## src/rtl/lap_pkg.sv

```systemverilog
`timescale 1ns/1ps
// Package: shared access-kind encoding and fixed geometry of the low-storage checker.
package lap_pkg;
    typedef enum logic [1:0] {
        ACC_LOAD  = 2'b00,
        ACC_STORE = 2'b01,
        ACC_FETCH = 2'b10,
        ACC_RSVD  = 2'b11
    } acc_t;

    // Size of the swapped low area is 2**SWAP_BITS bytes.
    localparam int SWAP_BITS  = 13;
    // Page size is 2**PAGE_BITS bytes.
    localparam int PAGE_BITS  = 12;
    // Exception code flag values.
    localparam int EXC_STORE  = 'h400;
    localparam int EXC_READ   = 'h800;
    localparam int EXC_LAP    = 'h80;
endpackage

```

## src/rtl/lap_window.sv

```systemverilog
`timescale 1ns/1ps
// Module: lap_window
// Flags an address that falls in one of NUM_WIN protected windows. Window k
// starts at byte k * 2**PAGE_BITS and is WIN_BYTES long.
// Assumes WIN_BYTES <= 2**PAGE_BITS and NUM_WIN < 2**(ADDR_W-PAGE_BITS).
module lap_window #(
    parameter int ADDR_W    = 32,
    parameter int PAGE_BITS = 12,
    parameter int WIN_BYTES = 512,
    parameter int NUM_WIN   = 2
) (
    input  logic [ADDR_W-1:0] addr,
    output logic              hit
);
    localparam int HI_W = ADDR_W - PAGE_BITS;

    logic [NUM_WIN-1:0] win_hit;

    // One comparator per window: same page number and offset below the window size.
    for (genvar k = 0; k < NUM_WIN; k++) begin : g_win
        assign win_hit[k] = (addr[ADDR_W-1:PAGE_BITS] == HI_W'(k)) &&
                            (addr[PAGE_BITS-1:0] < PAGE_BITS'(WIN_BYTES));
    end

    assign hit = |win_hit;

    // Guard: a hit is never reported beyond the last window's page.
    always_comb begin
        if (hit) begin
            assert_window_bound_R1: assert (addr[ADDR_W-1:PAGE_BITS] < HI_W'(NUM_WIN));
        end
    end
endmodule

```

## src/rtl/lap_prefix_map.sv

```systemverilog
`timescale 1ns/1ps
// Module: lap_prefix_map
// Converts a real address to an absolute address. The low 2**SWAP_BITS bytes
// and the prefix area of the same size trade places; every other address
// passes through unchanged. The prefix is treated as aligned: its low
// SWAP_BITS bits are discarded.
module lap_prefix_map #(
    parameter int ADDR_W    = 32,
    parameter int SWAP_BITS = 13
) (
    input  logic [ADDR_W-1:0] raddr,
    input  logic [ADDR_W-1:0] prefix,
    output logic [ADDR_W-1:0] abs_addr
);
    localparam logic [ADDR_W-1:0] ALIGN_MASK = ~((ADDR_W'(1) << SWAP_BITS) - ADDR_W'(1));

    logic [ADDR_W-1:0] pfx_al;
    logic              in_low;
    logic              in_pfx;

    // Drop the ignored low bits of the prefix.
    assign pfx_al = prefix & ALIGN_MASK;
    // Address lies in the low area.
    assign in_low = (raddr[ADDR_W-1:SWAP_BITS] == '0);
    // Address lies in the aligned prefix area.
    assign in_pfx = (raddr[ADDR_W-1:SWAP_BITS] == pfx_al[ADDR_W-1:SWAP_BITS]);

    // Select the swapped or unchanged address; the low area takes precedence.
    always_comb begin
        if (in_low) begin
            abs_addr = raddr + pfx_al;
        end else if (in_pfx) begin
            abs_addr = raddr - pfx_al;
        end else begin
            abs_addr = raddr;
        end
    end

    // Guard: the low area always lands inside the prefix area, keeping its offset.
    always_comb begin
        if (in_low) begin
            assert_low_lands_in_prefix_R6: assert (
                abs_addr[ADDR_W-1:SWAP_BITS] == pfx_al[ADDR_W-1:SWAP_BITS] &&
                abs_addr[SWAP_BITS-1:0] == raddr[SWAP_BITS-1:0]);
        end
    end
endmodule

```

## src/rtl/lap_exc_code.sv

```systemverilog
`timescale 1ns/1ps
// Module: lap_exc_code
// Builds the exception code: the page-aligned address, a store-or-read flag
// and a protection flag. Assumes PAGE_BITS >= 12 so the flags fit below the
// page number.
module lap_exc_code
    import lap_pkg::*;
#(
    parameter int ADDR_W    = 32,
    parameter int PAGE_BITS = 12
) (
    input  logic [ADDR_W-1:0] addr,
    input  logic              is_store,
    input  logic              rejected,
    output logic [ADDR_W-1:0] code
);
    localparam logic [ADDR_W-1:0] PAGE_MASK = ~((ADDR_W'(1) << PAGE_BITS) - ADDR_W'(1));

    // Merge the aligned address with the access flags.
    always_comb begin
        code = addr & PAGE_MASK;
        code = code | (is_store ? ADDR_W'(EXC_STORE) : ADDR_W'(EXC_READ));
        if (rejected) begin
            code = code | ADDR_W'(EXC_LAP);
        end
    end
endmodule

```

## src/rtl/lap_prefix_guard.sv

```systemverilog
`timescale 1ns/1ps
// Module: lap_prefix_guard (top)
// Low-storage protection check plus prefix mapping for one access per strobe.
// Every result is registered and shows up one cycle after in_valid, with
// out_valid high for that cycle. The data outputs hold between strobes.
// Assumes a 4 KiB page, so an aligned address below 0x2000 is always protected.
module lap_prefix_guard
    import lap_pkg::*;
#(
    parameter int ADDR_W    = 32,
    parameter int WIN_BYTES = 512
) (
    input  logic              clk,
    input  logic              rst_n,
    input  logic              in_valid,
    input  logic [ADDR_W-1:0] in_addr,
    input  logic [1:0]        in_acc,
    input  logic              lap_en,
    input  logic              dat_on,
    input  logic              priv_space,
    input  logic [ADDR_W-1:0] prefix,
    output logic              out_valid,
    output logic              out_reject,
    output logic              out_wr_inv,
    output logic [ADDR_W-1:0] out_exc_code,
    output logic [ADDR_W-1:0] out_abs_addr
);
    localparam logic [ADDR_W-1:0] PAGE_MASK = ~((ADDR_W'(1) << PAGE_BITS) - ADDR_W'(1));

    logic              prot_active;
    logic              is_store;
    logic              byte_hit;
    logic              page_hit;
    logic              reject_c;
    logic              wr_inv_c;
    logic [ADDR_W-1:0] page_addr;
    logic [ADDR_W-1:0] code_c;
    logic [ADDR_W-1:0] abs_c;

    // Protection enable: always on without translation, else only when not private.
    assign prot_active = lap_en && (!dat_on || !priv_space);
    // Store decode: only the store code counts as a write.
    assign is_store    = (acc_t'(in_acc) == ACC_STORE);
    // Page-aligned view of the address for the write-invalidate test.
    assign page_addr   = in_addr & PAGE_MASK;

    lap_window #(
        .ADDR_W(ADDR_W), .PAGE_BITS(PAGE_BITS), .WIN_BYTES(WIN_BYTES), .NUM_WIN(2)
    ) u_byte_win (
        .addr(in_addr),
        .hit (byte_hit)
    );

    lap_window #(
        .ADDR_W(ADDR_W), .PAGE_BITS(PAGE_BITS), .WIN_BYTES(WIN_BYTES), .NUM_WIN(2)
    ) u_page_win (
        .addr(page_addr),
        .hit (page_hit)
    );

    // Decide rejection and write invalidation from the window hits.
    assign reject_c = prot_active && is_store && byte_hit;
    assign wr_inv_c = prot_active && page_hit;

    lap_exc_code #(
        .ADDR_W(ADDR_W), .PAGE_BITS(PAGE_BITS)
    ) u_exc (
        .addr    (in_addr),
        .is_store(is_store),
        .rejected(reject_c),
        .code    (code_c)
    );

    lap_prefix_map #(
        .ADDR_W(ADDR_W), .SWAP_BITS(SWAP_BITS)
    ) u_map (
        .raddr   (in_addr),
        .prefix  (prefix),
        .abs_addr(abs_c)
    );

    // Output stage: capture the results on a strobe and hold them otherwise.
    always_ff @(posedge clk) begin
        if (!rst_n) begin
            out_valid    <= 1'b0;
            out_reject   <= 1'b0;
            out_wr_inv   <= 1'b0;
            out_exc_code <= '0;
            out_abs_addr <= '0;
        end else begin
            out_valid <= in_valid;
            if (in_valid) begin
                out_reject   <= reject_c;
                out_wr_inv   <= wr_inv_c;
                out_exc_code <= code_c;
                out_abs_addr <= abs_c;
            end
        end
    end

    // A strobe produces a valid result one cycle later.
    assert_valid_follows_R9: assert property (@(posedge clk) disable iff (!rst_n)
        in_valid |=> out_valid);

    // Without a strobe the results hold and valid drops.
    assert_hold_when_idle_R9: assert property (@(posedge clk) disable iff (!rst_n)
        !in_valid |=> (!out_valid && $stable(out_exc_code) && $stable(out_abs_addr)));

    // A rejected store always also marks the page for write invalidation.
    assert_reject_implies_inv_R4: assert property (@(posedge clk) disable iff (!rst_n)
        out_reject |-> out_wr_inv);

    // The protection flag in the code agrees with the reject output.
    assert_code_flag_matches_R5: assert property (@(posedge clk) disable iff (!rst_n)
        out_valid |-> (out_exc_code[7] == out_reject));

    // A rejected access carries the store flag, never the read flag.
    assert_reject_is_store_R3: assert property (@(posedge clk) disable iff (!rst_n)
        out_reject |-> (out_exc_code[10] && !out_exc_code[11]));

    // Reset clears the valid output.
    assert_reset_clears_R10: assert property (@(posedge clk)
        !rst_n |=> !out_valid);
endmodule

```

## config.mk

```make
export PLATFORM = sky130hd
export DESIGN_NAME = lap_prefix_guard
export DESIGN_NICKNAME = d
export VERILOG_FILES = /design/src/rtl/lap_pkg.sv /design/src/rtl/lap_window.sv /design/src/rtl/lap_prefix_map.sv /design/src/rtl/lap_exc_code.sv /design/src/rtl/lap_prefix_guard.sv
export SDC_FILE = /design/constraint.sdc
export NUM_CORES = 1
export LEC_CHECK = 0
export BUFFER_PORTS_ARGS = -buffer_cell sky130_fd_sc_hd__buf_4
export CORE_UTILIZATION = 46
export DETAILED_ROUTE_END_ITERATION = 6
export PLACE_DENSITY = 0.76
export SYNTH_ARGS = -nofsm -noshare
export SYNTH_HDL_FRONTEND = slang
export SYNTH_SLANG_ARGS = --single-unit
```

## constraint.sdc

```tcl
create_clock -name clk -period 2.36 [get_ports clk]
set_input_delay 0.708 -clock clk [delete_from_list [all_inputs] [get_ports clk]]
set_output_delay 0.708 -clock clk [all_outputs]
set_load 0.01 [all_outputs]
```

==> summary.md, run 1 <==
| Metric | Value |
|---|---|
| Layout cells sized above 1 | `47.0%` |
| Area of the multi-input gates | `3360 um2` |
| GRT Residual Overflow | `0` |
| Clock power frac | `20.6%` |
| Post-synthesis sequential area ratio | `25.8%` |
| CP arrival | `2640 ps` |
| Area contributors post-synth | `dfxtp_1 (26%), ha_1 (10%), mux2i_1 (8.1%)` |
| Slew @ Worst Pin | `536 ps` |
| Worst setup EP type | `flop` |
| Critical path's top delay family | `compound AO/OA/AOI/OAI gates` |
| ANT nets after route | `0` |
| Max-slew violations | `0` |
| Synth unique cells | `69` |
| CP max stage cell | `a211oi_4` |
| DIE WIDTH | `99.2 um` |
| Clock sink count | `56` |
| Vias in the first global route | `4,464` |
| Internal power | `0.00187 W` |
| Period minus WS final | `2410 ps` |
| CTS root buf | `clkbuf_8` |
| Top-count cell post-synth | `dfxtp_1` |
| Syn-to-layout area delta | `59.3%` |
| Status | `complete, but fails checks` |
| Stages on the worst setup path | `10` |
| Hold crit path type | `reg -> reg` |
| CTS Buf Count | `5` |
| Design area | `6920 um2` |
| Final period utilization | `102%` |
| # diodes | `0` |
| Mapped Avg Cell Area | `8.35 um2` |
| Leading area contributor after synthesis | `dfxtp_1` |
| Max Cap Violations | `0` |
| Reg power frac | `35.6%` |
| Crit path launch type | `primary input` |
| Worst hold slack | `462 ps` |
| Pin count of the biggest net entering global routing | `53` |
| Layout fillers | `678` |
| Number of H-tree levels | `2` |
| Clock skew | `0 ps` |
| Pwr/cell area | `418 nW/um2` |
| First-pass GRT wire length | `22,100 um` |
| Synth async-reset ratio | `0%` |
| CP max stage delay | `410 ps` |
| Register area | `1120 um2` |
| CP max FO | `4` |
| Max_slew headroom | `63.8%` |
| Row count | `35` |
| CP bufs+invs | `3` |
| Core Region | `9200 um2` |
| Die Y | `99.2 um` |
| DRT iter0 DRCs | `369` |
| CTS clk-pin slew, worst paths | `120 ps` |
| GRT Overall Usage | `28.6%` |
| Data required, critical path | `2580 ps` |
| Port bufs | `116` |
| Wire length per cell | `17.3 um` |
| Clock buffer depth | `2` |
| PnR worst setup slack | `-52.9 ps` |
| Synth cell count leaders | `dfxtp_1 (56), nor2b_1 (43), ha_1 (36)` |
| Drt drc | `0` |
| Leakage power | `3.22 nW` |
| Critical path class | `in -> reg` |
| Synth top area share | `25.8%` |
| Placed instance area | `6260 um2` |
| Critical Path, Cell by Cell | `buf_12 > inv_12 > ha_4 > buf_6 > nor2b_4 > o311ai_4 > a311oi_4 > a211oi_4 > nor4_1 > o31a_1` |
| DR pass1 iterations | `7` |
| EDFF count, synth | `0` |
| Synth warn | `0` |
| Hold depth | `2` |
| Mapped Cells | `520` |
| Die area | `9840 um2` |
| Total power draw | `0.00290 W` |
| Violated checks | `setup timing` |
| Antenna violations before repair | `0` |
| Detailed Route WL | `15,100 um` |
| #FFs+latches synth | `56` |
| Final net count | `867` |
| Logic pwr share | `43.9%` |
| RSZ-0062 raised after global routing | `true` |
| Clock latency on the worst-skew pair | `330 ps` |
| Detail Placement HPWL | `11,200 um` |
| Routed vias | `4,726` |
| I/O pin count | `139` |
| Final Hold Fails | `0` |
| Initial core utilization | `47.2%` |
| Vias per std cell | `5.44` |
| Final setup viols | `4` |
| Synth Flop Type | `dfxtp_1` |
| Gpl congestion | `0.922` |
| Worst r2r path cells | `3` |
| Switching share of power | `35.5%` |
| Fmax | `414 MHz` |
| Synthesized area | `4340 um2` |
| Switching power total | `0.00103 W` |
| TritonCTS clock tree | `yes` |
| Peak supply drop | `409 uV` |
==> final timing paths <==
kind	slack, ps	endpoint	from
worst min-delay path	460	out_abs_addr[17]	out_abs_addr[17]
worst max register to register	1360	out_abs_addr[31]	out_abs_addr[31]
worst min register to register	460	out_abs_addr[17]	out_abs_addr[17]
worst max-delay path	-50	out_abs_addr[30]	prefix[15]
==> registers in the layout, indices dropped and copies added (netlist names) <==
| register | count |
|---|---|
| out_wr_inv | 1 |
| out_abs_addr | 32 |
| out_valid | 1 |
| out_exc_code | 22 |
==> kinds of logic (layout without fill, tap and decap cells) <==
group	count (synthesis)	after routing	synth area share, %
simple gates	168	168	22.1
fa+ha+maj	38	38	11.3
buf+inv	74	304	8.44
compound gates	130	130	20.6
mux	35	35	8.06
xor+xnor	18	18	3.63
flops	56	56	25.8
other cells	1	9	0.0863
==> final cells by class <==
type	count	share of cell area, %
well taps	111	2.01
repair buffers	265	29.9
multi-input cells	398	48.6
clock buffers	5	0.994
inverters	31	1.93
flip-flops and latches	56	16.2
clock inverters	3	0.416
==> placed cells by master, fill, tap and decap left out, drive strengths merged, types with 30 or more instances in the layout <==
cell type and instances:
ha 36, inv 34, mux2i 35, nor2b 43, o21ai 30, nor2 35, nand2 34, dfxtp 56
a21oi 34, buf 265
==> routing by layer <==
| metal | vias up | routed length [um] | track usage [%] | share of wire (%) |
|---|---|---|---|---|
| met5 | - | 0 | 0 | 0 |
| met4 | 0 | 314 | 4.52 | 2.1 |
| met3 | 37 | 1270 | 5.97 | 8.4 |
| met2 | 247 | 6840 | 46.3 | 45 |
| met1 | 2154 | 6630 | 39.9 | 44 |
| li1 | 2288 | - | - | - |
==> worst register-to-register path, cell delays in order (launching register included) <==
cell and delay [ps]:
dfxtp_1 320, o21ai_0 320, nor2_1 120, o2bb2ai_2 140
==> per-stage QoR <==
| step | std cells | TNS, ps | setup slack [ps] | util [%] |
|---|---|---|---|---|
| after floorplan | 528 | -31.3 | -19.7 | - |
| after global placement | 842 | -6700 | -473 | 68.1 |
| after detailed placement | 842 | -7130 | -532 | 68.1 |
| after CTS | 856 | -146 | -50.0 | 70.6 |
| after global routing | 869 | -937 | -138 | 75.3 |
| final | 869 | -122 | -52.9 | 75.3 |
==> power groups by stage <==
stage	registers, W	clock network (W)	logic, W
6_report	0.00103	0.000595	0.00127
5_1_grt	0.00104	0.000630	0.00135
4_1_cts	0.00103	0.000601	0.00112
3_5_place_dp	0.00105	0	0.00108
3_3_place_gp	0.00105	0	0.00106
2_1_floorplan	0.00107	0	0.000558
==> timing repair <==
action,4_1_cts,5_1_grt
pin swaps,11,46
endpoints found under the setup margin,12,18
hold buffers,0,0
setup buffers,7,16
endpoints found under the hold margin,0,0
gates resized for setup,20,71
Note: power is estimated with default switching activity, not from simulation.
==> run 2, diff against run 1 <==
--- a/config.mk
+++ b/config.mk
@@ -6,9 +6,9 @@
 export NUM_CORES = 1
 export LEC_CHECK = 0
 export BUFFER_PORTS_ARGS = -buffer_cell sky130_fd_sc_hd__buf_4
-export CORE_UTILIZATION = 46
+export CORE_UTILIZATION = 47
 export DETAILED_ROUTE_END_ITERATION = 6
-export PLACE_DENSITY = 0.76
+export PLACE_DENSITY = 0.78
 export SYNTH_ARGS = -nofsm -noshare
 export SYNTH_HDL_FRONTEND = slang
 export SYNTH_SLANG_ARGS = --single-unit
==> run 2 against run 1 <==
Effect of this change:
- the flow finishes with violations (DRC)
- count of clock-buffer cells in the layout did not move
- routed wire length fell by 9.1%
- first-iteration DRC count fell by 50%
- highest routed layer unchanged
==> summary.md, run 2 (same netlist as run 1, synthesis figures left out) <==
| Metric | Value |
|---|---|
| Die Y | `98.1 um` |
| RSZ-0062 raised after global routing | `true` |
| DIE WIDTH | `98.1 um` |
| Row count | `34` |
| Wire length per cell | `16.1 um` |
| Syn-to-layout area delta | `51.7%` |
| I/O pin count | `139` |
| Core Region | `8850 um2` |
| Leakage power | `3.09 nW` |
| TritonCTS clock tree | `yes` |
| Worst hold slack | `473 ps` |
| Crit path launch type | `primary input` |
| GRT Overall Usage | `28.5%` |
| Commonest non-fill, non-tap cell in the layout | `buf_4` |
| Largest registers | `out_abs_addr: 32 flops, out_exc_code: 22 flops` |
| Status | `complete, but fails checks` |
| GRT Residual Overflow | `0` |
| First-pass GRT wire length | `21,900 um` |
| CTS clk-pin slew, worst paths | `120 ps` |
| Detailed Route WL | `13,700 um` |
| Max Cap Violations | `0` |
| CTS Buf Count | `5` |
| Vias in the first global route | `4,438` |
| Drt drc | `14` |
| Most frequent cells in the layout | `buf_4 (243), dfxtp_1 (56), nor2b_1 (40)` |
| Vias per std cell | `5.37` |
| DR pass1 iterations | `7` |
| Number of H-tree levels | `2` |
| Total power draw | `0.00281 W` |
| Clock skew | `0 ps` |
| Final Hold Fails | `0` |
| Detail Placement HPWL | `11,100 um` |
| Initial core utilization | `49.1%` |
| Critical path class | `in -> reg` |
| CP max FO | `3` |
| Design area | `6590 um2` |
| Port bufs | `116` |
| Clock sink count | `56` |
| Final setup viols | `0` |
| CP arrival | `2580 ps` |
| Final net count | `851` |
| Die area | `9630 um2` |
| Max FFs per register | `32` |
| ANT nets after route | `0` |
| Hold crit path type | `reg -> reg` |
| Worst setup EP type | `flop` |
| Violated checks | `DRC` |
| Antenna violations before repair | `0` |
| CTS hold repair buffers | `0` |
| CTS root buf | `clkbuf_8` |
| Final period utilization | `99.9%` |
| Data required, critical path | `2580 ps` |
| Fmax | `424 MHz` |
| # diodes | `0` |
| Gpl congestion | `0.901` |
| Clock latency on the worst-skew pair | `320 ps` |
| Max-slew violations | `0` |
| Layout cells sized above 1 | `43.7%` |
| Pwr/cell area | `427 nW/um2` |
| Pin count of the biggest net entering global routing | `31` |
| DRT iter0 DRCs | `186` |
| Period minus WS final | `2360 ps` |
| Routed vias | `4,563` |
| Placed instance area | `6270 um2` |
| Largest register by flop count | `out_abs_addr` |
| Peak supply drop | `321 uV` |
| Setup TNS | `0 ps` |
| Clock buffer depth | `2` |
==> run 2: cell types whose count changed in the layout (fill, tap and decap cells not counted), sizes merged <==
cell	before	now
buf	265	249
==> run 2: layer usage <==
metal | GRT usage (%) | vias to the layer above | share of wire (%)
li1 | - | 2259 | -
met1 | 38.3 | 2131 | 47
met2 | 47.9 | 155 | 46
met3 | 4.29 | 18 | 5.0
met4 | 6.89 | 0 | 1.6
met5 | 0 | - | 0
==> run 2: repair_timing <==
item | 4_1_cts | 5_1_grt
pin swaps | 15 | 27
endpoints found under the setup margin | 10 | 13
resized for setup | 22 | 25
setup buffers | 4 | 1
==> run 2: worst paths after layout <==
check                   start               end  slack [ps]  cells after the start
max                prefix[13]  out_abs_addr[31]           3                     12
min          out_abs_addr[17]  out_abs_addr[17]         470                      2
max reg2reg  out_abs_addr[31]  out_abs_addr[31]        1510                      3
min reg2reg  out_abs_addr[17]  out_abs_addr[17]         470                      2
==> run 2: layout make-up <==
type,instances,area [um2]
clock buffers,5,68.8
clock inverters,3,28.8
fillers,674,2260
inverters,31,134
multi-input cells,398,3200
flip-flops and latches,56,1120
well taps,108,135
repair buffers,249,1910
==> run 2: critical path, cell delays in order <==
cell and delay, ps:
buf_8 100, ha_4 160, fa_2 350, nor2b_4 140
o2111ai_2 200, buf_4 150, a21oi_4 60, a31oi_1 200
buf_4 160, o21ai_2 60, xor2_1 140, o2bb2ai_1 130
==> run 2: power by group <==
part           switching, W  internal (W)  total, W
Sequential        0.0000295       0.00100   0.00103
Clock              0.000383      0.000226  0.000609
Combinational      0.000577      0.000594   0.00117
==> run 2: through the flow <==
stage,setup slack (ps),cells,utilization [%]
floorplan,-19.7,528,-
global placement,-418,839,70.8
detailed placement,-431,839,70.8
CTS,-11.0,851,73.2
global route,-80.0,850,74.5
finish,2.75,850,74.5
==> run 3, diff against run 2 <==
--- a/config.mk
+++ b/config.mk
@@ -9,6 +9,7 @@
 export CORE_UTILIZATION = 47
 export DETAILED_ROUTE_END_ITERATION = 6
 export PLACE_DENSITY = 0.78
+export RECOVER_POWER = 100
 export SYNTH_ARGS = -nofsm -noshare
 export SYNTH_HDL_FRONTEND = slang
 export SYNTH_SLANG_ARGS = --single-unit
==> run 3 against run 2 <==
Effect of this change:
- the flow still finishes with violations (DRC)
- core utilization fell by 2.7 points
- worst hold slack got worse by 1.8 ps
- global-route usage did not move
- largest power group unchanged
==> summary.md, run 3 (same netlist as run 1, synthesis figures left out) <==
| Metric | Value |
|---|---|
| Crit path launch type | `primary input` |
| Largest register by flop count | `out_abs_addr` |
| Drt drc | `14` |
| Routed vias | `4,559` |
| Worst setup EP type | `flop` |
| GRT Overall Usage | `28.5%` |
| Total power draw | `0.00277 W` |
| Status | `complete, but fails checks` |
| Clock latency on the worst-skew pair | `320 ps` |
| Most frequent cells in the layout | `buf_4 (179), clkbuf_1 (62), dfxtp_1 (56)` |
| Layout fillers | `751` |
| Pwr/cell area | `435 nW/um2` |
| Critical path's top delay family | `compound AO/OA/AOI/OAI gates` |
| Max-slew violations | `0` |
| Antenna violations before repair | `0` |
| I/O pin count | `139` |
| Max Cap Violations | `0` |
| Row count | `34` |
| Wire length per cell | `16.2 um` |
| CP arrival | `2580 ps` |
| Max FFs per register | `32` |
| CP max stage delay | `350 ps` |
| CP max stage cell | `fa_2` |
| GRT Residual Overflow | `0` |
| Detailed Route WL | `13,800 um` |
| Placed instance area | `6270 um2` |
| Final setup viols | `0` |
| Hold crit path type | `reg -> reg` |
| Fmax | `424 MHz` |
| Initial core utilization | `49.1%` |
| Largest registers | `out_abs_addr: 32 flops, out_exc_code: 22 flops` |
| Slew @ Worst Pin | `871 ps` |
| Layout cells sized above 1 | `35.3%` |
| Final period utilization | `99.9%` |
| CP max FO | `3` |
| Die area | `9630 um2` |
| Period minus WS final | `2360 ps` |
| Commonest non-fill, non-tap cell in the layout | `buf_4` |
| Critical Path, Cell by Cell | `buf_8 > ha_4 > fa_2 > nor2b_4 > o2111ai_2 > buf_4 > a21oi_4 > a31oi_1 > buf_4 > o21ai_2 > xor2_1 > o2bb2ai_1` |
| Final Hold Fails | `0` |
| Detail Placement HPWL | `11,100 um` |
| CTS root buf | `clkbuf_8` |
| Syn-to-layout area delta | `46.3%` |
| Gpl congestion | `0.901` |
| Core Region | `8850 um2` |
| Max_slew headroom | `41.9%` |
| Vias in the first global route | `4,438` |
| Critical path class | `in -> reg` |
| Worst hold slack | `471 ps` |
| TritonCTS clock tree | `yes` |
| ANT nets after route | `0` |
| CTS clk-pin slew, worst paths | `130 ps` |
| CTS hold repair buffers | `0` |
| Number of H-tree levels | `2` |
| Peak supply drop | `327 uV` |
| Leakage power | `2.84 nW` |
| First-pass GRT wire length | `21,900 um` |
| CP bufs+invs | `3` |
| Die Y | `98.1 um` |
| Critical path's most frequent cell | `buf_4` |
| Data required, critical path | `2580 ps` |
| Violated checks | `DRC` |
| Final net count | `851` |
| Clock buffer depth | `2` |
| # diodes | `0` |
| Clock sink count | `56` |
| DIE WIDTH | `98.1 um` |
| Port bufs | `116` |
| Clock skew | `0 ps` |
| DRT iter0 DRCs | `195` |
| CTS Buf Count | `5` |
| Pin count of the biggest net entering global routing | `31` |
| Design area | `6350 um2` |
| Vias per std cell | `5.36` |
| RSZ-0062 raised after global routing | `true` |
| DR pass1 iterations | `7` |
[run 3: area by class of cell]
type                            count  area (um2)  share of cell area, %
Clock buffer                        5        68.8                   1.08
Clock inverter                      3        28.8                  0.453
Inverter                           31         134                   2.11
Multi-Input combinational cell    398        3200                   50.3
Sequential cell                    56        1120                   17.6
Tap cell                          108         135                   2.13
Timing Repair Buffer              249        1670                   26.3
[run 3: power by group]
group	internal (W)	switching, W
combinational	0.000547	0.000578
clock	0.000226	0.000386
sequential	0.00100	0.0000283
[run 3: per-layer routing]
metal	global-route usage [%]	share of wire [%]	vias up
met2	47.9	46	162
li1	-	-	2256
met5	0	0	-
met1	38.3	47	2123
met3	4.29	5.5	18
met4	6.89	1.6	0
[run 3: path summary, 6_finish.rpt]
path / from / to / slack, ps / cells after the start
min: out_abs_addr[17] / out_abs_addr[17] / 470 / 2
min reg2reg: out_abs_addr[17] / out_abs_addr[17] / 470 / 2
max: prefix[13] / out_abs_addr[31] / 3 / 12
max reg2reg: out_abs_addr[31] / out_abs_addr[31] / 1500 / 3
[run 3: what timing repair did]
| action | 4_1_cts | 5_1_grt |
|---|---|---|
| endpoints found under the setup margin | 10 | 13 |
| resized for setup | 22 | 25 |
| setup buffers | 4 | 1 |
| pin swaps | 15 | 27 |
| gates cloned | 0 | 0 |
[run 3: metrics by stage]
stage / TNS, ps / utilization (%) / instances / setup slack, ps
6_report: 0 / 71.8 / 850 / 3.36
5_1_grt: -393 / 71.8 / 850 / -80.0
4_1_cts: -12.4 / 73.2 / 851 / -11.0
3_5_place_dp: -6390 / 70.8 / 839 / -431
3_3_place_gp: -6010 / 70.8 / 839 / -418
2_1_floorplan: -31.3 / - / 528 / -19.7
[run 3: worst min-delay path, stage by stage (launching register included)]
cell     delay (ps)
dfxtp_1         340
nand2_1          50
o21ai_1          50
